### src/rtl/sym_pll_pkg.sv
package sym_pll_pkg;

   // number of serial bits per symbol, by mode
   localparam int unsigned QUAD_BITS = 2;
   localparam int unsigned OCT_BITS  = 3;

   typedef enum logic {
      MAP_QUAD = 1'b0,
      MAP_OCT  = 1'b1
   } map_mode_e;

   // four-phase Gray translation, result right-aligned in 2 bits
   function automatic logic [1:0] gray_quad(input logic [1:0] code);
      logic [1:0] g;
      case (code)
         2'd0:    g = 2'b00;
         2'd1:    g = 2'b01;
         2'd2:    g = 2'b11;
         default: g = 2'b10;
      endcase
      return g;
   endfunction

   // eight-phase Gray translation
   function automatic logic [2:0] gray_oct(input logic [2:0] code);
      logic [2:0] g;
      case (code)
         3'd0:    g = 3'd1;
         3'd1:    g = 3'd0;
         3'd2:    g = 3'd2;
         3'd3:    g = 3'd3;
         3'd4:    g = 3'd7;
         3'd5:    g = 3'd6;
         3'd6:    g = 3'd4;
         default: g = 3'd5;
      endcase
      return g;
   endfunction

endpackage

### src/rtl/sym_phase_acc.sv
module sym_phase_acc #(
   parameter int unsigned ACC_W  = 32,
   parameter int unsigned FRAC_W = 16,
   parameter int unsigned CODE_W = 3
) (
   input  logic                     clk,
   input  logic                     rst,
   input  logic                     take,
   input  logic [CODE_W-1:0]        code_m,
   input  logic [ACC_W-1:0]         step,
   input  logic [FRAC_W-1:0]        inertia,
   output logic signed [ACC_W-1:0]  acc,
   output logic                     wrap
);

   localparam int unsigned PROD_W = ACC_W + FRAC_W + 1;

   logic signed [ACC_W-1:0]  acc_q;
   logic [CODE_W-1:0]        prev_q;
   logic signed [ACC_W-1:0]  sum;
   logic signed [PROD_W-1:0] prod;
   logic signed [ACC_W-1:0]  shrunk;
   logic                     changed;

   always_comb begin
      sum     = acc_q + $signed(step);
      wrap    = take && !acc_q[ACC_W-1] && sum[ACC_W-1];
      changed = (code_m != prev_q);
      prod    = $signed({{(FRAC_W+1){sum[ACC_W-1]}}, sum})
              * $signed({{(ACC_W+1){1'b0}}, inertia});
      // dropping the fraction bits of a two's complement product floors it
      shrunk  = prod[FRAC_W +: ACC_W];
   end

   wire unused_prod_bits = ^{prod[PROD_W-1], prod[FRAC_W-1:0]};

   always_ff @(posedge clk) begin
      if (rst) begin
         acc_q  <= '0;
         prev_q <= '0;
      end else if (take) begin
         acc_q  <= changed ? shrunk : sum;
         prev_q <= code_m;
      end
   end

   assign acc = acc_q;

endmodule

### src/rtl/sym_gray_map.sv
module sym_gray_map
   import sym_pll_pkg::*;
#(
   parameter bit OCT_EN = 1'b1
) (
   input  logic [2:0] code,
   input  logic       oct_mode,
   output logic [2:0] code_m,
   output logic [2:0] sym_bits,
   output logic [1:0] sym_len
);

   generate
      if (OCT_EN) begin : g_both
         map_mode_e mode;
         always_comb begin
            mode = map_mode_e'(oct_mode);
            if (mode == MAP_OCT) begin
               code_m   = code;
               sym_bits = gray_oct(code);
               sym_len  = 2'(OCT_BITS);
            end else begin
               code_m   = {1'b0, code[1:0]};
               sym_bits = {gray_quad(code[1:0]), 1'b0};
               sym_len  = 2'(QUAD_BITS);
            end
         end
      end else begin : g_quad
         wire unused_mode = oct_mode ^ code[2];
         always_comb begin
            code_m   = {1'b0, code[1:0]};
            sym_bits = {gray_quad(code[1:0]), 1'b0};
            sym_len  = 2'(QUAD_BITS);
         end
      end
   endgenerate

endmodule

### src/rtl/sym_bit_shifter.sv
module sym_bit_shifter #(
   parameter int unsigned MAX_BITS = 3
) (
   input  logic                clk,
   input  logic                rst,
   input  logic                load,
   input  logic [MAX_BITS-1:0] bits_in,
   input  logic [1:0]          len_in,
   output logic                busy,
   output logic                bit_valid,
   output logic                bit_out
);

   logic [MAX_BITS-1:0] sh_q;
   logic [1:0]          cnt_q;

   always_ff @(posedge clk) begin
      if (rst) begin
         sh_q  <= '0;
         cnt_q <= '0;
      end else if (load) begin
         sh_q  <= bits_in;
         cnt_q <= len_in;
      end else if (cnt_q != 2'd0) begin
         sh_q  <= {sh_q[MAX_BITS-2:0], 1'b0};
         cnt_q <= cnt_q - 2'd1;
      end
   end

   assign busy      = (cnt_q != 2'd0);
   assign bit_valid = busy;
   assign bit_out   = sh_q[MAX_BITS-1];

endmodule

### src/rtl/sym_timing_pll.sv
module sym_timing_pll #(
   parameter int unsigned ACC_W  = 32,
   parameter int unsigned FRAC_W = 16,
   parameter bit          OCT_EN = 1'b1
) (
   input  logic              clk,
   input  logic              rst,
   input  logic              smp_valid,
   input  logic [2:0]        smp_code,
   input  logic              oct_mode,
   input  logic [ACC_W-1:0]  step_inc,
   input  logic [FRAC_W-1:0] inert_lock,
   input  logic [FRAC_W-1:0] inert_seek,
   input  logic              gathering,
   output logic              smp_ready,
   output logic [ACC_W-1:0]  phase_out,
   output logic              bit_valid,
   output logic              bit_out
);

   localparam int unsigned CODE_W = 3;

   generate
      if (ACC_W < 8) begin : g_bad_acc
         $error("sym_timing_pll: ACC_W too small");
      end
      if (FRAC_W < 2 || FRAC_W >= ACC_W) begin : g_bad_frac
         $error("sym_timing_pll: FRAC_W must lie between 2 and ACC_W-1");
      end
   endgenerate

   logic                    take;
   logic                    wrap;
   logic                    busy;
   logic [CODE_W-1:0]       code_m;
   logic [CODE_W-1:0]       sym_bits;
   logic [1:0]              sym_len;
   logic [FRAC_W-1:0]       inertia;
   logic signed [ACC_W-1:0] acc;

   assign smp_ready = !busy;
   assign take      = smp_valid && smp_ready;
   assign inertia   = gathering ? inert_lock : inert_seek;

   sym_gray_map #(.OCT_EN(OCT_EN)) u_map (
      .code     (smp_code),
      .oct_mode (oct_mode),
      .code_m   (code_m),
      .sym_bits (sym_bits),
      .sym_len  (sym_len)
   );

   sym_phase_acc #(.ACC_W(ACC_W), .FRAC_W(FRAC_W), .CODE_W(CODE_W)) u_acc (
      .clk     (clk),
      .rst     (rst),
      .take    (take),
      .code_m  (code_m),
      .step    (step_inc),
      .inertia (inertia),
      .acc     (acc),
      .wrap    (wrap)
   );

   sym_bit_shifter #(.MAX_BITS(CODE_W)) u_shift (
      .clk       (clk),
      .rst       (rst),
      .load      (wrap),
      .bits_in   (sym_bits),
      .len_in    (sym_len),
      .busy      (busy),
      .bit_valid (bit_valid),
      .bit_out   (bit_out)
   );

   assign phase_out = acc;

endmodule

### config.mk
export PLATFORM = sky130hd
export DESIGN_NAME = sym_timing_pll
export DESIGN_NICKNAME = d
export VERILOG_FILES = /design/src/rtl/sym_pll_pkg.sv /design/src/rtl/sym_phase_acc.sv /design/src/rtl/sym_gray_map.sv /design/src/rtl/sym_bit_shifter.sv /design/src/rtl/sym_timing_pll.sv
export SDC_FILE = /design/constraint.sdc
export NUM_CORES = 1
export LEC_CHECK = 0
export BUFFER_PORTS_ARGS = -buffer_cell sky130_fd_sc_hd__buf_4
export CAP_MARGIN = 20
export CORE_UTILIZATION = 25
export DETAILED_ROUTE_END_ITERATION = 8
export SLEW_MARGIN = 20
export SYNTH_ARGS = -nofsm -noshare
export SYNTH_HDL_FRONTEND = slang
export SYNTH_SLANG_ARGS = --single-unit
### constraint.sdc
create_clock -name clk -period 12 [get_ports clk]
set_input_delay 0 -clock clk [delete_from_list [all_inputs] [get_ports clk]]
set_output_delay 0 -clock clk [all_outputs]
set_load 0.005 [all_outputs]
==> summary.txt, run 1 <==
Run status
  • Outcome: finished, final reports clean

Synth
  • Mapped Nets: 3187
  • Ys async rst share: 0%
  • Flops & latches, synth: 40
  • Share of the synthesized area in the top cell type: between 40% and 50%
  • Mapped cell area: roughly 21000 um^2
  • Synth cell count leaders: 577 x inv_1, 483 x fa_1, 295 x nand2_1
  • Yosys cell types: 81
  • Most common flop cell mapped by yosys: dfxtp_1
  • Largest area contributor in the netlist: fa_1
  • Mapped Avg Cell Area: about 8.5 um^2
  • Post-Synthesis Cells: 2484
  • Synth top area cells: fa_1 46%, inv_1 10%, ha_1 8.8%
  • Post-synth EDFFs: 0
  • Top-count cell post-synth: inv_1
  • Synth warnings: 0
  • Seq/Total Area, Yosys: 3.80%

Clock network
  • Clk buf depth: 2
  • Post-CTS sizing: 0
  • Worst skew pair latency: roughly 300 ps
  • Clock tree from TritonCTS: built
  • CTS Sinks: 40
  • Clk pin slew, worst setup/hold paths: 70 ps
  • Clk root buf: clkbuf_16
  • H-Tree Depth: 2
  • CTS buffer count: 5

Floorplanning
  • Total Die Area: around 85000 um^2
  • Core Box Area: 83600 um^2
  • Die W: 292 um
  • Initial core utilization: roughly a quarter
  • Top-Level Pins: ~110
  • Core Rows: approximately 110
  • Die H: about 290 um

Setup path
  • Kind of critical path: reg -> reg
  • WP data required: 12210 ps
  • Arr. time, crit path: approximately 9900 ps
  • CP Capture Type: register
  • FF-to-FF path depth: 31
  • CP Max Fanout: 11
  • CP Launch Type: register
  • Max incr delay on CP: 900 ps
  • Slowest CP cell: xor2_1
  • Cell mode on critical path: fa_1

Final layout
  • Layout cells sized above 1: 9.41%
  • Layout area overhead: 11.7%
  • Nets: approximately 3300

Timing
  • Final setup viols: 0
  • Final Max Slew Viols: 0
  • Final period demand of the worst path: between 9000 and 10000 ps
  • Worst-Margin Slew: roughly 1200 ps
  • Setup Skew: a little over 9 ps
  • Crit share post-route: between 80% and 90%
  • Max Clk Rate: roughly 0.10 GHz
  • Setup TNS: 0 ps
  • RSZ-0062 raised after global routing: no
  • Final Hold Viols: 0
  • Worst rel slew slack: between 20% and 30%

Route
  • TritonRoute pass-1 iters: 5
  • Residual DRC count: 0
  • Drt total wl: between 60000 and 70000 um
  • Via count: 16800
  • Final ANT Viol Nets: 0
  • Mean number of vias per cell: around 4.6
  • Average routed wire per standard cell: around 17 um
  • Initial drt markers: 1110

Hold path
  • WHS Path Cells: 2
  • HP Class: in -> reg

Global routing
  • First-pass GRT wire length: just over 100000 um
  • Initial antenna violation count: 1
  • Total Routing Usage GR: 15.3%
  • Grt total ovfl: 0
  • Vias in the first global route: approximately 18000
  • Largest net degree at the start of global routing: 44

Placement
  • DPL Wire Length: ~50000 um
  • GP Congestion: 0.942
  • I/O Buffers: about 110

Flow run
  • Max Cap Violations: 0
-- per-stage QoR --
| step | instances | hold slack, ps | util (%) | worst slack, ps | area [um^2] |
|---|---|---|---|---|---|
| floorplan | 2484 | 136 | - | 3810 | 21100 |
| global placement | 3627 | 290 | 27.9 | 2650 | 23300 |
| detailed placement | 3627 | 297 | 27.9 | 2440 | 23300 |
| CTS | 3639 | 120 | 28.2 | 2360 | 23500 |
| global route | 3640 | 142 | 28.2 | 1780 | 23600 |
| finish | 3642 | 134 | 28.2 | 2350 | 23600 |
-- state kept, by name, summed over array words and instances (netlist names) --
register and flops:
u_acc.acc 32, u_shift.cnt_q 2, u_shift.sh_q 3, u_acc.prev_q 3
-- layout by cell type, fill, tap and decap left out, types with 6 or more instances in the layout --
cell type and count:
nand2b_1 19, a211oi_1 15, nor3_1 29, o21ai_0 45, a21oi_1 84, nor2_1 294
and2_1 25, mux2_2 16, nand4_1 8, nand3_1 20, nand2_1 295, o211ai_1 6
o21bai_1 11, fa_1 483, ha_1 148, buf_4 160, a21o_1 29, o21a_1 11
mux2i_1 8, dfxtp_1 40, inv_1 577, a31oi_1 8, nor2b_1 13, xor2_1 29
xnor2_1 48, a221oi_1 7, and3_1 8
-- cells by family after synthesis --
| group | count (synthesis) | share of synthesized area [%] |
|---|---|---|
| AND/OR/NAND/NOR | 743 | 15.0 |
| buffers and inverters | 678 | 12.2 |
| adder cells (fa/ha/maj) | 631 | 54.7 |
| AO/OA/AOI/OAI | 273 | 8.91 |
| XOR/XNOR | 88 | 3.89 |
| flip-flops | 40 | 3.80 |
| multiplexers | 31 | 1.57 |
-- worst max-delay path, delay by kind of cell (launching register included) --
family | cells | cell delay [ps]
AOI/OAI and AO/OA | 10 | 2640
buffers and inverters | 4 | 220
muxes | 1 | 330
DFF | 1 | 330
and+or+nand+nor | 6 | 1030
xor gates and xnor gates | 1 | 900
adders and majority gates | 9 | 4100
-- routing by layer --
metal	wire length, um	vias up	part of all wire, %	GRT usage, %
li1	-	7630	-	-
met2	31400	561	49	26.9
met5	0	-	0	0
met3	4550	111	7.2	2.30
met1	25500	8500	40	19.4
met4	1980	0	3.1	4.14
-- area by class of cell --
class | count | area [um^2]
sequential | 40 | 801
multi-input combinational | 1766 | 17800
clock inverter | 3 | 23.8
timing repair buffer | 164 | 1240
inverter | 582 | 2180
tap | 1080 | 1350
fill | 8984 | 60000
antenna | 2 | 5.00
clock buffer | 5 | 125
-- worst paths after layout --
check	from	end	slack, ps
worst min-delay path	rst	u_acc.acc[19]	130
worst max register to register	u_acc.acc[0]	u_acc.acc[24]	2350
worst max-delay path	u_acc.acc[0]	u_acc.acc[24]	2350
worst min register to register	u_acc.prev_q[1]	u_acc.prev_q[1]	470
-- timing repair --
action	4_1_cts	5_1_grt
hold endpoints to repair	4	0
hold buffers	4	0
buffers inserted	0	0
Power of run 1 is left out: the tool's default activity adds up to more than one toggle a clock period on the data nets, which glitch-free logic cannot reach.
==> run 2: changes to the inputs <==
--- a/config.mk
+++ b/config.mk
@@ -5,6 +5,7 @@
 export SDC_FILE = /design/constraint.sdc
 export NUM_CORES = 1
 export LEC_CHECK = 0
+export ABC_AREA = 1
 export BUFFER_PORTS_ARGS = -buffer_cell sky130_fd_sc_hd__buf_4
 export CAP_MARGIN = 20
 export CORE_UTILIZATION = 25
==> constraint.sdc (replaced) <==
create_clock -name clk -period 8.55 [get_ports clk]
set_input_delay 0 -clock clk [delete_from_list [all_inputs] [get_ports clk]]
set_output_delay 0 -clock clk [all_outputs]
set_load 0.005 [all_outputs]
==> run 2 against run 1 <==
  * Cell area is 9.8% higher
  * Global-route usage is 1.6 points higher
  * Synthesized cell count is 31% higher
  * Core utilization hardly changed
  * Via count is 22% higher
  * Die area is 9.8% higher
  * Clock-buffer cell count is 3 higher
  * Clock skew is 1.4 ps lower
  * Critical path depth is 4 higher
==> summary.txt, run 2 <==
Run status
  • Outcome: finished, final reports clean

Timing
  • Final Hold Viols: 0 (unchanged)
  • Setup Skew: 7.86 ps (-1.43 ps)
  • Final setup viols: 0 (unchanged)
  • Worst rel slew slack: 30.7% (+9.4 points)
  • Max Clk Rate: 0.124 GHz (+20%)
  • Final Max Slew Viols: 0 (unchanged)
  • Setup TNS: 0 ps (unchanged)
  • Crit share post-route: 94.0% (+14 points)
  • Final period demand of the worst path: 8040 ps (-1620 ps)
  • Worst hold slack: 17.2 ps (-117 ps)
  • RSZ-0062 raised after global routing: no
  • Worst-Margin Slew: 1020 ps (-159 ps)

Clock network
  • Clock tree from TritonCTS: built
  • Worst skew pair latency: 300 ps (about the same)
  • Clk root buf: clkbuf_16
  • CTS buffer count: 5 (unchanged)
  • Post-CTS Setup Inserts: 0 (unchanged)
  • Clk pin slew, worst setup/hold paths: 70 ps (about the same)
  • H-Tree Depth: 2 (unchanged)
  • CTS Sinks: 40 (unchanged)
  • Clk buf depth: 2 (unchanged)

Global routing
  • First-pass GRT wire length: 122000 um (+21%)
  • Initial antenna violation count: 2 (+1)
  • Grt total ovfl: 0 (unchanged)
  • Largest net degree at the start of global routing: 45 (+2.3%)
  • Vias in the first global route: 21100 (+19%)
  • Total Routing Usage GR: 16.9% (+1.6 points)

Synth
  • Yosys cell types: 47 (-42%)
  • Synth cell count leaders: 868 x inv_1, 755 x nand2_1, 483 x fa_1
  • Synth top area cells: fa_1 42%, inv_1 14%, nand2_1 12%
  • Flops & latches, synth: 40 (unchanged)
  • Ys async rst share: 0% (unchanged)
  • Largest area contributor in the netlist: fa_1
  • Mapped Nets: 3963 (+24%)
  • Mapped cell area: 23200 um^2 (+9.8%)
  • Post-Synthesis Cells: 3260 (+31%)
  • Most common flop cell mapped by yosys: dfxtp_1
  • Synth warnings: 0 (unchanged)
  • Top-count cell post-synth: inv_1
  • Mapped Avg Cell Area: 7.10 um^2 (-16%)
  • Post-synth EDFFs: 0 (unchanged)
  • Share of the synthesized area in the top cell type: 41.8% (-4.1 points)
  • Seq/Total Area, Yosys: 3.46% (-0.34 points)

Final layout
  • Register area: 801 um^2 (unchanged)
  • Non-filler cells, final: 4551 (+25%)
  • Layout cells sized above 1: 8.15% (-1.3 points)
  • Layout area overhead: 11.7% (about the same)
  • Most frequent cells in the layout: 867 x inv_1, 755 x nand2_1, 483 x fa_1, 367 x nor2_1, 176 x buf_4
  • Fillcell total: 10200 (+13%)
  • Nets: 4066 (+25%)
  • Max FFs per register: 32 (unchanged)
  • Most common cell after layout, fill and taps aside: inv_1
  • Multi-input gate area: 18700 um^2 (+5.0%)

Floorplanning
  • Die H: 306 um (+4.8%)
  • Core Rows: 111 (+4.7%)
  • Initial core utilization: 25.3% (+0.030 points)
  • Die W: 306 um (+4.8%)
  • Core Box Area: 91700 um^2 (+9.7%)
  • Top-Level Pins: 107 (unchanged)
  • Total Die Area: 93800 um^2 (+9.8%)

Setup path
  • Slowest CP cell: fa_1
  • CP Capture Type: register
  • Arr. time, crit path: 8190 ps (-1670 ps)
  • CP Launch Type: register
  • Kind of critical path: reg -> reg
  • CP Max Fanout: 11 (unchanged)
  • Max incr delay on CP: 680 ps (-220 ps)
  • WP data required: 8710 ps (-3500 ps)

Hold path
  • HP Class: in -> reg

Flow run
  • Max Cap Violations: 0 (unchanged)

Route
  • Via count: 20600 (+22%)
  • Final ANT Viol Nets: 0 (unchanged)
  • Average routed wire per standard cell: 17.2 um (-1.1%)
  • Residual DRC count: 0 (unchanged)
  • Initial drt markers: 1414 (+27%)
  • TritonRoute pass-1 iters: 6 (+1)
  • Mean number of vias per cell: 4.52 (-2.1%)
  • Drt total wl: 78400 um (+24%)

Placement
  • GP Congestion: 0.992 (+5.3%)
  • I/O Buffers: 106 (unchanged)
  • DP Cell Count: 4541 (+25%)
  • DPL Wire Length: 66500 um (+32%)
## run 2: cell types whose count changed in the layout (fill, tap and decap cells not counted), sizes merged, moves of 20 or more
cell,previous run,this run
and2,25,5
inv,582,878
o21ai,51,71
a21o,29,2
or2,2,45
nand2,300,763
nand3,21,133
a21oi,88,123
xnor2,53,8
nor2,294,377
## run 2: final cells by class
type / count / area share (%)
Antenna cell: 1 / 0.00968
Clock buffer: 8 / 0.566
Inverter: 884 / 12.9
Multi-Input combinational cell: 2254 / 72.4
Sequential cell: 40 / 3.10
Tap cell: 1186 / 5.74
Timing Repair Buffer: 178 / 5.32
## run 2: per-stage QoR
step	worst slack [ps]	area [um^2]	utilization (%)
after floorplan	1790	23200	-
after global placement	482	25600	28.0
after detailed placement	506	25700	28.0
after CTS	467	25800	28.2
after global routing	12.9	25900	28.2
final	515	25900	28.2
## run 2: what timing repair did
item | 4_1_cts | 5_1_grt
setup endpoints to repair | 0 | 4
endpoints found under the hold margin | 0 | 0
hold buffers | 0 | 0
gates resized for setup | 0 | 3
## run 2: worst paths after layout
check | startpoint | endpoint | slack (ps) | depth (start not counted)
setup reg to reg | u_acc.acc[9] | u_acc.acc[29] | 510 | 35
hold / removal | oct_mode | u_shift.cnt_q[0] | 20 | 3
setup / recovery | u_acc.acc[9] | u_acc.acc[29] | 510 | 35
hold reg to reg | u_acc.prev_q[1] | u_acc.prev_q[1] | 470 | 2
## run 2: worst max-delay path, delay by kind of cell (launching register included)
family	cells	cell delay, ps
buffers and inverters	8	1040
adders and majority gates	8	3900
DFF	1	410
and+or+nand+nor	17	2220
AOI/OAI and AO/OA	2	310
## run 2: cells by family (layout without fill, tap and decap cells)
| kind of cell | count (synthesis) | after routing | share of synthesized area, % |
|---|---|---|---|
| AND/OR/NAND/NOR | 1368 | 1368 | 24.3 |
| buffers and inverters | 966 | 1070 | 15.9 |
| adder cells (fa/ha/maj) | 631 | 631 | 49.8 |
| AO/OA/AOI/OAI | 228 | 228 | 5.40 |
| flip-flops | 40 | 40 | 3.46 |
| XOR/XNOR | 25 | 25 | 1.01 |
| multiplexers | 2 | 2 | 0.0865 |
| other | 0 | 1 | 0 |
## run 2: metal layers
layer / global-route usage (%) / part of all wire [%] / up-vias
met1: 20.8 / 40 / 10100
met4: 5.16 / 3.6 / 2
li1: - / - / 9665
met2: 30.7 / 50 / 630
met3: 1.80 / 5.7 / 148
met5: 0 / 0.011 / -
Power of run 2 is left out for the same reason.
